<file path="config.mk">
export PLATFORM = sky130hd
export DESIGN_NAME = adc_out_formatter
export DESIGN_NICKNAME = d
export VERILOG_FILES = /design/src/rtl/fmt_pkg.sv /design/src/rtl/fmt_data_xform.sv /design/src/rtl/fmt_pattern_gen.sv /design/src/rtl/fmt_phase_tracker.sv /design/src/rtl/adc_out_formatter.sv
export SDC_FILE = /design/constraint.sdc
export NUM_CORES = 1
export LEC_CHECK = 0
export ABC_CLOCK_PERIOD_IN_PS = 3200
export BUFFER_PORTS_ARGS = -buffer_cell sky130_fd_sc_hd__buf_2
export CORE_UTILIZATION = 51
export DETAILED_ROUTE_END_ITERATION = 8
export PLACE_DENSITY = 0.87
export SLEW_MARGIN = 20
export SYNTH_ARGS = -nofsm -noshare
export SYNTH_HDL_FRONTEND = slang
export SYNTH_HIERARCHICAL = 1
export SYNTH_SLANG_ARGS = --single-unit
</file>
<file path="constraint.sdc">
create_clock -name clk -period 3.2 [get_ports clk]
set_input_delay 0.32 -clock clk [delete_from_list [all_inputs] [get_ports clk]]
set_output_delay 0.32 -clock clk [all_outputs]
set_load 0.005 [all_outputs]
</file>
<file path="src/rtl/fmt_pkg.sv">
package fmt_pkg;

    localparam int SEL_W = 3;

    typedef enum logic [SEL_W-1:0] {
        PAT_NORMAL  = 3'b000,
        PAT_ZEROS   = 3'b001,
        PAT_ONES    = 3'b010,
        PAT_TOGGLE  = 3'b011,
        PAT_CHECKER = 3'b100
    } pat_code_e;

endpackage

</file>
<file path="src/rtl/fmt_data_xform.sv">
module fmt_data_xform #(
    parameter int DATA_W = 12
) (
    input  logic [DATA_W-1:0] data_i,
    input  logic              tc_en_i,
    input  logic              rand_en_i,
    input  logic              abp_en_i,
    output logic [DATA_W-1:0] data_o
);

    localparam int MSB = DATA_W - 1;

    logic [DATA_W-1:0] odd_mask;
    logic [DATA_W-1:0] stage_tc;
    logic [DATA_W-1:0] stage_rnd;

    // mask of odd-numbered bit positions
    for (genvar i = 0; i < DATA_W; i++) begin : g_mask
        assign odd_mask[i] = (i % 2) == 1;
    end

    always_comb begin
        // step 1: offset binary to two's complement
        stage_tc      = data_i;
        stage_tc[MSB] = data_i[MSB] ^ tc_en_i;

        // step 2: scramble upper bits with the LSB
        stage_rnd = stage_tc;
        if (rand_en_i) begin
            stage_rnd[MSB:1] = stage_tc[MSB:1] ^ {(DATA_W-1){stage_tc[0]}};
        end

        // step 3: alternate polarity on odd bits
        data_o = abp_en_i ? (stage_rnd ^ odd_mask) : stage_rnd;
    end

endmodule

</file>
<file path="src/rtl/fmt_pattern_gen.sv">
module fmt_pattern_gen
    import fmt_pkg::*;
#(
    parameter int OUT_W = 13
) (
    input  logic [SEL_W-1:0] sel_i,
    input  logic             phase_i,
    output logic             active_o,
    output logic [OUT_W-1:0] word_o
);

    logic [OUT_W-1:0] chk_first;

    // first checkerboard phase: MSB set, then alternating downwards
    for (genvar i = 0; i < OUT_W; i++) begin : g_chk
        assign chk_first[i] = (i % 2) == ((OUT_W - 1) % 2);
    end

    always_comb begin
        active_o = 1'b1;
        word_o   = '0;
        case (sel_i)
            PAT_ZEROS:   word_o = '0;
            PAT_ONES:    word_o = '1;
            PAT_TOGGLE:  word_o = phase_i ? '0 : '1;
            PAT_CHECKER: word_o = phase_i ? ~chk_first : chk_first;
            default: begin
                active_o = 1'b0;
                word_o   = '0;
            end
        endcase
    end

endmodule

</file>
<file path="src/rtl/fmt_phase_tracker.sv">
module fmt_phase_tracker
    import fmt_pkg::*;
(
    input  logic             clk,
    input  logic             rst_n,
    input  logic [SEL_W-1:0] sel_i,
    input  logic             strobe_i,
    output logic             phase_o
);

    typedef struct packed {
        logic [SEL_W-1:0] sel;
        logic             phase;
    } trk_t;

    trk_t trk_d, trk_q;

    always_comb begin
        // a change of select restarts the pattern at its first phase
        phase_o     = (sel_i != trk_q.sel) ? 1'b0 : trk_q.phase;
        trk_d.sel   = sel_i;
        trk_d.phase = strobe_i ? ~phase_o : phase_o;
    end

    always_ff @(posedge clk or negedge rst_n) begin
        if (!rst_n) begin
            trk_q <= '{sel: PAT_NORMAL, phase: 1'b0};
        end else begin
            trk_q <= trk_d;
        end
    end

    AST_PHASE_RESTART: assert property (@(posedge clk) disable iff (!rst_n)
        (strobe_i && (sel_i != trk_q.sel)) |=> trk_q.phase)
        else $error("phase did not restart on new select");

    AST_PHASE_HOLD: assert property (@(posedge clk) disable iff (!rst_n)
        (!strobe_i && (sel_i == trk_q.sel)) |=> $stable(trk_q.phase))
        else $error("phase moved without a strobe");

endmodule

</file>
<file path="src/rtl/adc_out_formatter.sv">
module adc_out_formatter
    import fmt_pkg::*;
#(
    parameter int DATA_W = 12
) (
    input  logic                clk,
    input  logic                rst_n,
    input  logic [DATA_W-1:0]   smp_data,
    input  logic                smp_ovf,
    input  logic                smp_vld,
    input  logic [SEL_W-1:0]    pat_sel,
    input  logic                tc_en,
    input  logic                rand_en,
    input  logic                abp_en,
    input  logic                out_dis,
    output logic [DATA_W:0]     dout,
    output logic [DATA_W:0]     dout_oe,
    output logic                clkout_oe
);

    localparam int OUT_W = DATA_W + 1;

    typedef struct packed {
        logic [OUT_W-1:0] word;
        logic [OUT_W-1:0] oe;
        logic             clk_oe;
    } out_t;

    out_t out_d, out_q;

    logic [DATA_W-1:0] fmt_data;
    logic [OUT_W-1:0]  pat_word;
    logic              pat_active;
    logic              phase;

    fmt_data_xform #(.DATA_W(DATA_W)) u_xform (
        .data_i    (smp_data),
        .tc_en_i   (tc_en),
        .rand_en_i (rand_en),
        .abp_en_i  (abp_en),
        .data_o    (fmt_data)
    );

    fmt_phase_tracker u_phase (
        .clk      (clk),
        .rst_n    (rst_n),
        .sel_i    (pat_sel),
        .strobe_i (smp_vld),
        .phase_o  (phase)
    );

    fmt_pattern_gen #(.OUT_W(OUT_W)) u_pat (
        .sel_i    (pat_sel),
        .phase_i  (phase),
        .active_o (pat_active),
        .word_o   (pat_word)
    );

    always_comb begin
        out_d = out_q;
        if (smp_vld) begin
            out_d.word = pat_active ? pat_word : {smp_ovf, fmt_data};
        end
        out_d.oe     = {OUT_W{~out_dis}};
        out_d.clk_oe = ~out_dis;
    end

    always_ff @(posedge clk or negedge rst_n) begin
        if (!rst_n) begin
            out_q <= '0;
        end else begin
            out_q <= out_d;
        end
    end

    assign dout      = out_q.word;
    assign dout_oe   = out_q.oe;
    assign clkout_oe = out_q.clk_oe;

    AST_HOLD_IDLE: assert property (@(posedge clk) disable iff (!rst_n)
        !smp_vld |=> $stable(dout))
        else $error("output changed without strobe");

    AST_FORCE_ZEROS: assert property (@(posedge clk) disable iff (!rst_n)
        (smp_vld && pat_sel == PAT_ZEROS) |=> (dout == '0))
        else $error("zeros pattern wrong");

    AST_FORCE_ONES: assert property (@(posedge clk) disable iff (!rst_n)
        (smp_vld && pat_sel == PAT_ONES) |=> (dout == '1))
        else $error("ones pattern wrong");

    AST_TOGGLE_WORD: assert property (@(posedge clk) disable iff (!rst_n)
        (smp_vld && pat_sel == PAT_TOGGLE) |=> ((dout == '0) || (dout == '1)))
        else $error("toggle pattern not uniform");

    AST_CHECKER_WORD: assert property (@(posedge clk) disable iff (!rst_n)
        (smp_vld && pat_sel == PAT_CHECKER) |=> ((dout ^ {dout[OUT_W-2:0], ~dout[0]}) == '1))
        else $error("checkerboard adjacent bits equal");

    AST_OE_OFF: assert property (@(posedge clk) disable iff (!rst_n)
        out_dis |=> (dout_oe == '0 && !clkout_oe))
        else $error("enables not dropped");

    AST_OE_ON: assert property (@(posedge clk) disable iff (!rst_n)
        !out_dis |=> (dout_oe == '1 && clkout_oe))
        else $error("enables not raised");

endmodule

</file>
Word level (Yosys, flattened, before mapping)
Index checks and enable logic that the tools add are counted.
Storage, ports and cells
  flip-flop bits (word level): 19
  output and inout port bits: 27
Cells by class
  equal/unequal tests: 5
  mux-type cells: 9
  bitwise logic cells: 5
  reductions and logical operators: 1
Operator list (count)
  13-bit two-way mux: 3
  13-bit case mux with 3 select lines: 1
  12-bit two-way mux: 1
  11-bit two-way mux: 1
  11-bit XOR: 1
  3-bit by 2-bit equality test with 1-bit output, second input constant: 2
  6-bit NOT: 1
  4-bit OR reduction: 1
  3-bit by 1-bit equality test with 1-bit output, second input constant: 1
  3-bit equality test, second input constant: 1
  1-bit two-way mux: 3
  3-bit != test: 1
  1-bit NOT: 2
  1-bit XOR: 1

Longest topological paths before layout
Gate-level depths: netlist (run 1).
  word-level depth: 6
  mapped depth: 7
  gate-level depth less buffers: 6

By module
Netlist (run 1), hierarchy kept.
By module, submodules not included
  adc_out_formatter: instances 1, cells an instance 72, area each 742.0 um^2, sequential area each 350.3 um^2
  fmt_data_xform: instances 1, cells an instance 17, area each 216.5 um^2, sequential area each 0.0 um^2
  fmt_phase_tracker: instances 1, cells an instance 9, area each 153.9 um^2, sequential area each 100.1 um^2
  fmt_pattern_gen: instances 1, cells an instance 19, area each 132.6 um^2, sequential area each 0.0 um^2

Worst setup path before layout (run 1)
No wires, ideal clock.
  path type: reg2reg
  start: register u_phase/trk_q[3] (netlist name)
  end: register out_q, in the netlist dout[10]
  setup time: 0.077 ns
  arrival time: 1.519 ns
  path slack: 1.604 ns
  stages on the path, launching flop included: 8
  buffers on the path: 1
  path through: dfrtp_1 > xnor2_1 > and4_4 > and2_1 > o22ai_1 > buf_4 > mux2i_1 > a21oi_1
Between the ends
  word-level cells in the longest chain between the ends: 5
  elaborated cells between the ends (all ways): 6
  classes of those cells: eq/ne (1); mux (5)
Ends and longest elaborated chain
  start, declared: RTL line fmt_phase_tracker.sv:16  | trk_t trk_d, trk_q;
  start signal, assigned: RTL line fmt_phase_tracker.sv:27  | trk_q <= '{sel: PAT_NORMAL, phase: 1'b0};
  start signal, assigned: RTL line fmt_phase_tracker.sv:29  | trk_q <= trk_d;
  3-bit != test (*): RTL line fmt_phase_tracker.sv:20  | phase_o = (sel_i != trk_q.sel) ? 1'b0 : trk_q.phase;
  1-bit two-way mux (*): RTL line fmt_phase_tracker.sv:20
  via phase: RTL line adc_out_formatter.sv:34  | logic phase;
  13-bit two-way mux (on tied branches): RTL line fmt_pattern_gen.sv:26, fmt_pattern_gen.sv:25
  13-bit case mux with 3 select lines (*): RTL line fmt_pattern_gen.sv:22  | case (sel_i)
  via pat_word[10]: RTL line adc_out_formatter.sv:32  | logic [OUT_W-1:0] pat_word;
  13-bit two-way mux (*): RTL line adc_out_formatter.sv:62  | out_d.word = pat_active ? pat_word : {smp_ovf, fmt_data};
  end signal, assigned: RTL line adc_out_formatter.sv:72  | out_q <= out_d;
  end, declared: RTL line adc_out_formatter.sv:29  | out_t out_d, out_q;
The timed path passes the listed nets; every way through them passes the cells marked *.
A chain may end at the register's enable or synchronous reset.

Worst setup path in the final report (run 1)
  start: register u_phase/trk_q[3] (netlist name)
  end: register out_q, in the netlist dout[9]
Between the ends
  word-level cells in the longest chain between the ends: 5
  elaborated cells between the ends (all ways): 6
  classes of those cells: eq/ne (1); mux (5)
Ends and longest elaborated chain (RTL line)
  3-bit != test (*): fmt_phase_tracker.sv:20
  1-bit two-way mux (*): fmt_phase_tracker.sv:20
  via phase: adc_out_formatter.sv:34
  13-bit two-way mux (on tied branches): fmt_pattern_gen.sv:26, fmt_pattern_gen.sv:25
  13-bit case mux with 3 select lines (*): fmt_pattern_gen.sv:22
  13-bit two-way mux (*): adc_out_formatter.sv:62
Marks and branches as above.

==> summary.md, run 1 <==
| Metric | Value |
|---|---|
| Final Hold Vio Count | `0` |
| Setup TNS Final | `0 ns` |
| Die area | `0.00264 mm^2` |
| Yosys cell types | `18` |
| Initial Util | `between 50% and 60%` |
| CORE AREA | `approximately 0.0023 mm^2` |
| Initial antenna violation count | `0` |
| Detailed router's first-iteration violation count | `13` |
| Outcome | `finished clean` |
| Fillcell total | `217` |
| Max Freq | `578 MHz` |
| Vias in the first global route | `roughly 710` |
| CTS resizes | `0` |
| Clock share of power | `20.4%` |
| Post-Syn Area | `approximately 0.0012 mm^2` |
| Tot GR Track Use | `17.1%` |
| Hold Crit Class | `primary input to flip-flop` |
| I/O pin count | `50` |
| Num CTS Buffers | `3` |
| Endpoints failing setup | `0` |
| CTS Hold Bufs | `1` |
| Period utilization | `54.1%` |
| Synth top area cells | `dfrtp_1, buf_4, xnor3_1, mux2i_1, xnor2_1` |
| Via count | `798` |
| Finished Layout Cells | `167` |
| DR WL/cell | `around 12 um` |
| Switch Pwr | `0.156 mW` |
| # diodes | `0` |
| Yosys top cell area share | `between 30 and 40%` |
| Post-synth EDFFs | `0` |
| Internal Power | `0.387 mW` |
| Synth warnings | `6` |
| RSZ-0062 raised after global routing | `false` |
| Sequential fraction of the synthesis area | `between 30 and 40%` |
| First-pass GRT wire length | `3200 um` |
| Setup Skew | `0.00495 ns` |
| Worst Path Arrival | `1.94 ns` |
| Setup bufs post-CTS | `0` |
| Area leader, netlist | `dfrtp_1` |
| Worst Hold Slack | `0.167 ns` |
| Drt pass-1 iters | `3` |
| CTS tree | `built` |
| Critical path endpoint category | `flip-flop` |
| Max-cap viol count | `0` |
| Clock Path Buffers | `2` |
| Leakage | `slightly below 0.7 nW` |
| Sequential share of power | `50.0%` |
| CP Launch Type | `flip-flop` |
| Slew Limit Fails | `0` |
| Top_reg_cell synth | `dfrtp_1` |
| Final net count | `164` |
| Fin crit period | `1.73 ns` |
| Root buffer cell | `clkbuf_4` |
| Row cnt | `17` |
| Final Cell Area | `0.00132 mm^2` |
| Worst-path clk slew | `0.10 ns` |
| Die Wd | `51.4 um` |
| Share of post-route cells with drive strength above 1 | `around two fifths` |
| Cell area power density | `roughly 410 mW/mm^2` |
| Clock H-tree levels | `1` |
| Setup CP Type | `flip-flop to flip-flop` |
| Die H | `51.4 um` |
| Worst path required time | `between 3 and 4 ns` |
| Least-Margin Pin Slew | `0.944 ns` |
| Most frequent cell after synthesis | `buf_4` |
| Port bufs | `about 50` |
| Share of synthesized registers carrying an async set or reset | `100%` |
| Crit path max fanout | `6` |
| Clock latency on the worst-skew pair | `0.29 ns` |
| Cell Area, Placed | `0.00129 mm^2` |
| DRC Markers | `0` |
| Gr ovfl total | `0` |
| Combinational share of power | `around 30%` |
| Wirelength, routed | `~2000 um` |
| Area grow syn2layout | `6.33%` |
| Mapped Nets | `between 100 and 150` |
| Layout Utilization | `58.7%` |
| Switch share | `~29%` |
| Post-Syn Area per Cell | `10.6 um^2` |
| Mapped Cells | `roughly 120` |
| HPWL Detailed | `1470 um` |
| Post-route ant nets | `0` |
| Post-DR vias/cell | `4.78` |
| Peak VDD IR | `~300 uV` |
| Largest net degree at the start of global routing | `28` |
| Clk sinks | `18` |
| Most frequent cells after synthesis | `buf_4, dfrtp_1, nor2_1` |
| Rel. slew slack | `36.8%` |
| Synth Register Bits | `18` |
| Cells after DPL | `roughly 160` |
| Placer Congestion | `0.757` |
kinds of logic (layout without fill, tap and decap cells):
family	count (synthesis)	after routing	synth area share, %
buf+inv	34	56	20.3
simple gates	20	20	7.64
flops	18	18	36.2
xor+xnor	17	17	19.2
compound gates	15	15	6.23
mux	13	13	10.5
placed cells by master, fill, tap and decap left out, drive strengths merged:
cell,instances
xor2,1
mux2i,13
o22ai,2
dlygate4sd3,1
buf,49
clkbuf,3
nand2b,1
nor2,14
or3b,1
and4,1
xnor3,6
a21oi,13
nand2,1
and2,2
dfrtp,18
xnor2,10
inv,3
flip-flops by register name (all words and copies together), names as in the netlist:
signal and flops:
dout_oe 1, dout 13, u_phase/trk_q 4
through the flow:
stage          setup WS [ns]  power (mW)
2_1_floorplan           1.60       0.404
3_3_place_gp            1.44       0.432
3_5_place_dp            1.37       0.436
4_1_cts                 1.45       0.550
5_1_grt                 1.31       0.579
6_report                1.47       0.542
routing by layer:
metal / track usage (%) / vias to the layer above / share of wire (%) / wire length (um)
li1: - / 402 / - / -
met1: 21.1 / 360 / 42 / 834
met2: 28.4 / 34 / 51 / 1010
met3: 3.57 / 2 / 5.9 / 116
met4: 8.11 / 0 / 0.86 / 17
met5: 0 / - / 0 / 0
final timing paths:
path	start	cells after the start	endpoint	slack, ns
min	out_dis	2	dout_oe[0]	0.17
min reg2reg	dout[0]	2	dout[0]	0.53
max reg2reg	u_phase/trk_q[3]	6	dout[9]	1.47
max in group asynchronous	rst_n	2	dout_oe[0]	2.44
min in group asynchronous	rst_n	2	dout[3]	0.48
max	u_phase/trk_q[3]	6	dout[9]	1.47
critical path, cell delays in order (launching register included):
cell and delay (ns):
dfrtp_1 0.39, xnor2_1 0.13, and4_4 0.21, and2_1 0.17, o22ai_1 0.39, mux2i_1 0.15, a21oi_1 0.21
power groups by stage:
stage / Combinational, mW / Sequential [mW] / Clock, mW
after floorplan: 0.127 / 0.277 / 0
after global placement: 0.158 / 0.275 / 0
after detailed placement: 0.161 / 0.275 / 0
after CTS: 0.163 / 0.271 / 0.116
after global routing: 0.178 / 0.276 / 0.125
final: 0.160 / 0.271 / 0.111
cell type report:
type                            instances  area (um^2)  share of cell area, %
Clock buffer                            3         22.5                   1.70
Tap cell                               28         35.0                   2.65
Inverter                                3         11.3                  0.851
Sequential cell                        18          450                   34.0
Timing Repair Buffer                   50          255                   19.3
Multi-Input combinational cell         65          549                   41.5
(Power assumes the default switching activity.)
==> run 2, diff against run 1 <==
--- a/config.mk
+++ b/config.mk
@@ -5,11 +5,11 @@
 export SDC_FILE = /design/constraint.sdc
 export NUM_CORES = 1
 export LEC_CHECK = 0
-export ABC_CLOCK_PERIOD_IN_PS = 3200
+export ABC_CLOCK_PERIOD_IN_PS = 1500
 export BUFFER_PORTS_ARGS = -buffer_cell sky130_fd_sc_hd__buf_2
-export CORE_UTILIZATION = 51
+export CORE_UTILIZATION = 43
 export DETAILED_ROUTE_END_ITERATION = 8
-export PLACE_DENSITY = 0.87
+export PLACE_DENSITY = 0.78
 export SLEW_MARGIN = 20
 export SYNTH_ARGS = -nofsm -noshare
 export SYNTH_HDL_FRONTEND = slang
==> constraint.sdc (replaced) <==
create_clock -name clk -period 1.5 [get_ports clk]
set_input_delay 0.15 -clock clk [delete_from_list [all_inputs] [get_ports clk]]
set_output_delay 0.15 -clock clk [all_outputs]
set_load 0.005 [all_outputs]
==> run 2 against run 1 <==
Effect of this change: first-iteration DRC count is 15% lower; worst hold slack lost 0.13 ns; count of clock-buffer cells in the layout is 1 higher; critical path type unchanged; final area up 6.0%; non-clock buffer count increased by 4.
==> summary.md, run 2 (synthesis gave the netlist of run 1 again) <==
| Metric | Value |
|---|---|
| Setup TNS Final | `0 ns (unchanged)` |
| Final net count | `168 (+2.4%)` |
| Switch Pwr | `0.344 mW (+120%)` |
| Top sig layer | `met4` |
| Die H | `55.8 um (+8.6%)` |
| Most frequent cells in the layout | `buf_2, dfrtp_1, nor2_1` |
| Drt pass-1 iters | `4 (+1)` |
| Peak VDD IR | `598 uV (+99%)` |
| Largest net degree at the start of global routing | `28 (unchanged)` |
| Max incr delay on CP | `0.39 ns (about the same)` |
| Least-Margin Pin Slew | `0.945 ns (+0.00146 ns)` |
| First-pass GRT wire length | `3330 um (+3.9%)` |
| Worst path bufs/invs | `0 (unchanged)` |
| Setup bufs post-CTS | `0 (unchanged)` |
| Worst path required time | `1.72 ns (-1.69 ns)` |
| Internal Power | `0.892 mW (+130%)` |
| Num CTS Buffers | `3 (unchanged)` |
| Wirelength, routed | `1990 um (+0.66%)` |
| Max reg flops | `13 (unchanged)` |
| Delay-heaviest family, CP | `compound AO/OA/AOI/OAI gates` |
| CP Launch Type | `flip-flop` |
| Clk sinks | `18 (unchanged)` |
| Final Cell Area | `0.00140 mm^2 (+6.0%)` |
| Crit path max fanout | `7 (+1)` |
| Initial Util | `45.1% (-10 points)` |
| Clock H-tree levels | `1 (unchanged)` |
| Sequential share of power | `46.8% (-3.2 points)` |
| Commonest non-fill, non-tap cell in the layout | `buf_2` |
| Clock latency on the worst-skew pair | `0.29 ns (about the same)` |
| Rel. slew slack | `36.7% (-0.098 points)` |
| DRC Markers | `0 (unchanged)` |
| Clock share of power | `24.0% (+3.6 points)` |
| Worst Hold Slack | `0.0393 ns (-0.128 ns)` |
| Initial antenna violation count | `0 (unchanged)` |
| Tot GR Track Use | `13.9% (-3.2 points)` |
| Fin crit period | `1.48 ns (-0.250 ns)` |
| Worst Path Arrival | `1.70 ns (-0.24 ns)` |
| Root buffer cell | `clkbuf_4` |
| Area grow syn2layout | `12.8%` |
| Share of post-route cells with drive strength above 1 | `43.1% (+3.5 points)` |
| Max Freq | `676 MHz (+17%)` |
| Clock Path Buffers | `2 (unchanged)` |
| CORE AREA | `0.00276 mm^2 (+22%)` |
| Outcome | `finished clean` |
| Setup CP Type | `flip-flop to flip-flop` |
| Gr ovfl total | `0 (unchanged)` |
| Detailed router's first-iteration violation count | `11 (-2)` |
| HPWL Detailed | `1570 um (+7.0%)` |
| Final Hold Vio Count | `0 (unchanged)` |
| CTS tree | `built` |
| Metal3 WL | `139 um (+20%)` |
| Combinational share of power | `29.3% (-0.3 points)` |
| Placer Congestion | `0.684 (-9.6%)` |
| Metal-1 WL | `849 um (+1.8%)` |
| Critical path endpoint category | `flip-flop` |
| Post-route ant nets | `0 (unchanged)` |
| Cell Area, Placed | `0.00133 mm^2 (+3.0%)` |
| RSZ-0062 raised after global routing | `true` |
| Place WS | `-0.0813 ns (-1.45 ns)` |
| Period utilization | `98.7% (+45 points)` |
| Crit-path cells | `xnor2_1 > and4_4 > and2_4 > o22ai_4 > mux2i_1 > a21oi_1` |
| Hold Crit Class | `primary input to flip-flop` |
| Met2 WL | `966 um (-4.3%)` |
| Slack of the critical path | `0.0200 ns (-1.45 ns)` |
| Vias in the first global route | `794 (+12%)` |
| DR WL/cell | `11.4 um (-3.9%)` |
| Setup Skew | `0.00765 ns (+0.00270 ns)` |
| Slew Limit Fails | `0 (unchanged)` |
| Cell area power density | `881 mW/mm^2 (+120%)` |
| Worst-path clk slew | `0.11 ns (about the same)` |
| Die area | `0.00311 mm^2 (+18%)` |
| I/O pin count | `50 (unchanged)` |
| Die Wd | `55.8 um (+8.6%)` |
| Max-cap viol count | `0 (unchanged)` |
| Port bufs | `49 (unchanged)` |
| Leakage | `0.725 nW (+4.6%)` |
| Post-DR vias/cell | `4.78 (about the same)` |
| Endpoints failing setup | `0 (unchanged)` |
| CP max-delay cell | `dfrtp_1` |
| Switch share | `27.9% (-0.84 points)` |
| Via count | `837 (+4.9%)` |
| # diodes | `0 (unchanged)` |
| Row cnt | `19 (+2)` |
==> run 2: cell types whose count changed in the layout (fill, tap and decap cells not counted), sizes merged <==
| cell | change |
|---|---|
| buf | +3 |
| dlygate4sd3 | +1 |
| clkbuf | +1 |
==> run 2: timing repair <==
item                                    CTS  global route
endpoints found under the hold margin    19             0
hold buffers                              2             0
pin swaps                                 5            10
gates cloned                              0             0
resized for setup                         4             0
endpoints found under the setup margin   12            12
==> run 2: area by class of cell <==
class                      count  area (um^2)
sequential                    18          450
fill                         261         1350
multi-input combinational     65          579
clock buffer                   4         36.3
tap                           31         38.8
timing repair buffer          54          288
inverter                       3         11.3
==> run 2: per-layer routing <==
metal / GRT usage [%] / up-vias
met2: 23.9 / 38
met5: 0 / -
met4: 7.86 / 0
met3: 2.56 / 4
met1: 16.3 / 382
li1: - / 413
==> run 2: final timing paths <==
check,start,endpoint,slack (ns),depth (start not counted)
hold reg to reg,dout[0],dout[0],0.54,2
hold / removal,pat_sel[2],u_phase/trk_q[3],0.04,1
setup reg to reg,u_phase/trk_q[3],dout[0],0.02,6
setup / recovery,u_phase/trk_q[3],dout[0],0.02,6
max in group asynchronous,rst_n,dout[1],0.91,2
min in group asynchronous,rst_n,dout[8],0.31,2
==> run 2: metrics by stage <==
| step | instances | util, % | power [mW] |
|---|---|---|---|
| finish | 175 | 50.9 | 1.24 |
| global route | 175 | 50.9 | 1.31 |
| CTS | 175 | 50.9 | 1.25 |
| detailed placement | 169 | 48.2 | 0.943 |
| global placement | 169 | 48.2 | 0.933 |
| floorplan | 117 | - | 0.866 |
==> run 2: power by group through the flow <==
stage          registers (mW)  logic [mW]  clock network, mW
2_1_floorplan           0.591       0.274                  0
3_3_place_gp            0.586       0.347                  0
3_5_place_dp            0.587       0.356                  0
4_1_cts                 0.579       0.368              0.303
5_1_grt                 0.587       0.397              0.326
6_report                0.578       0.362              0.296
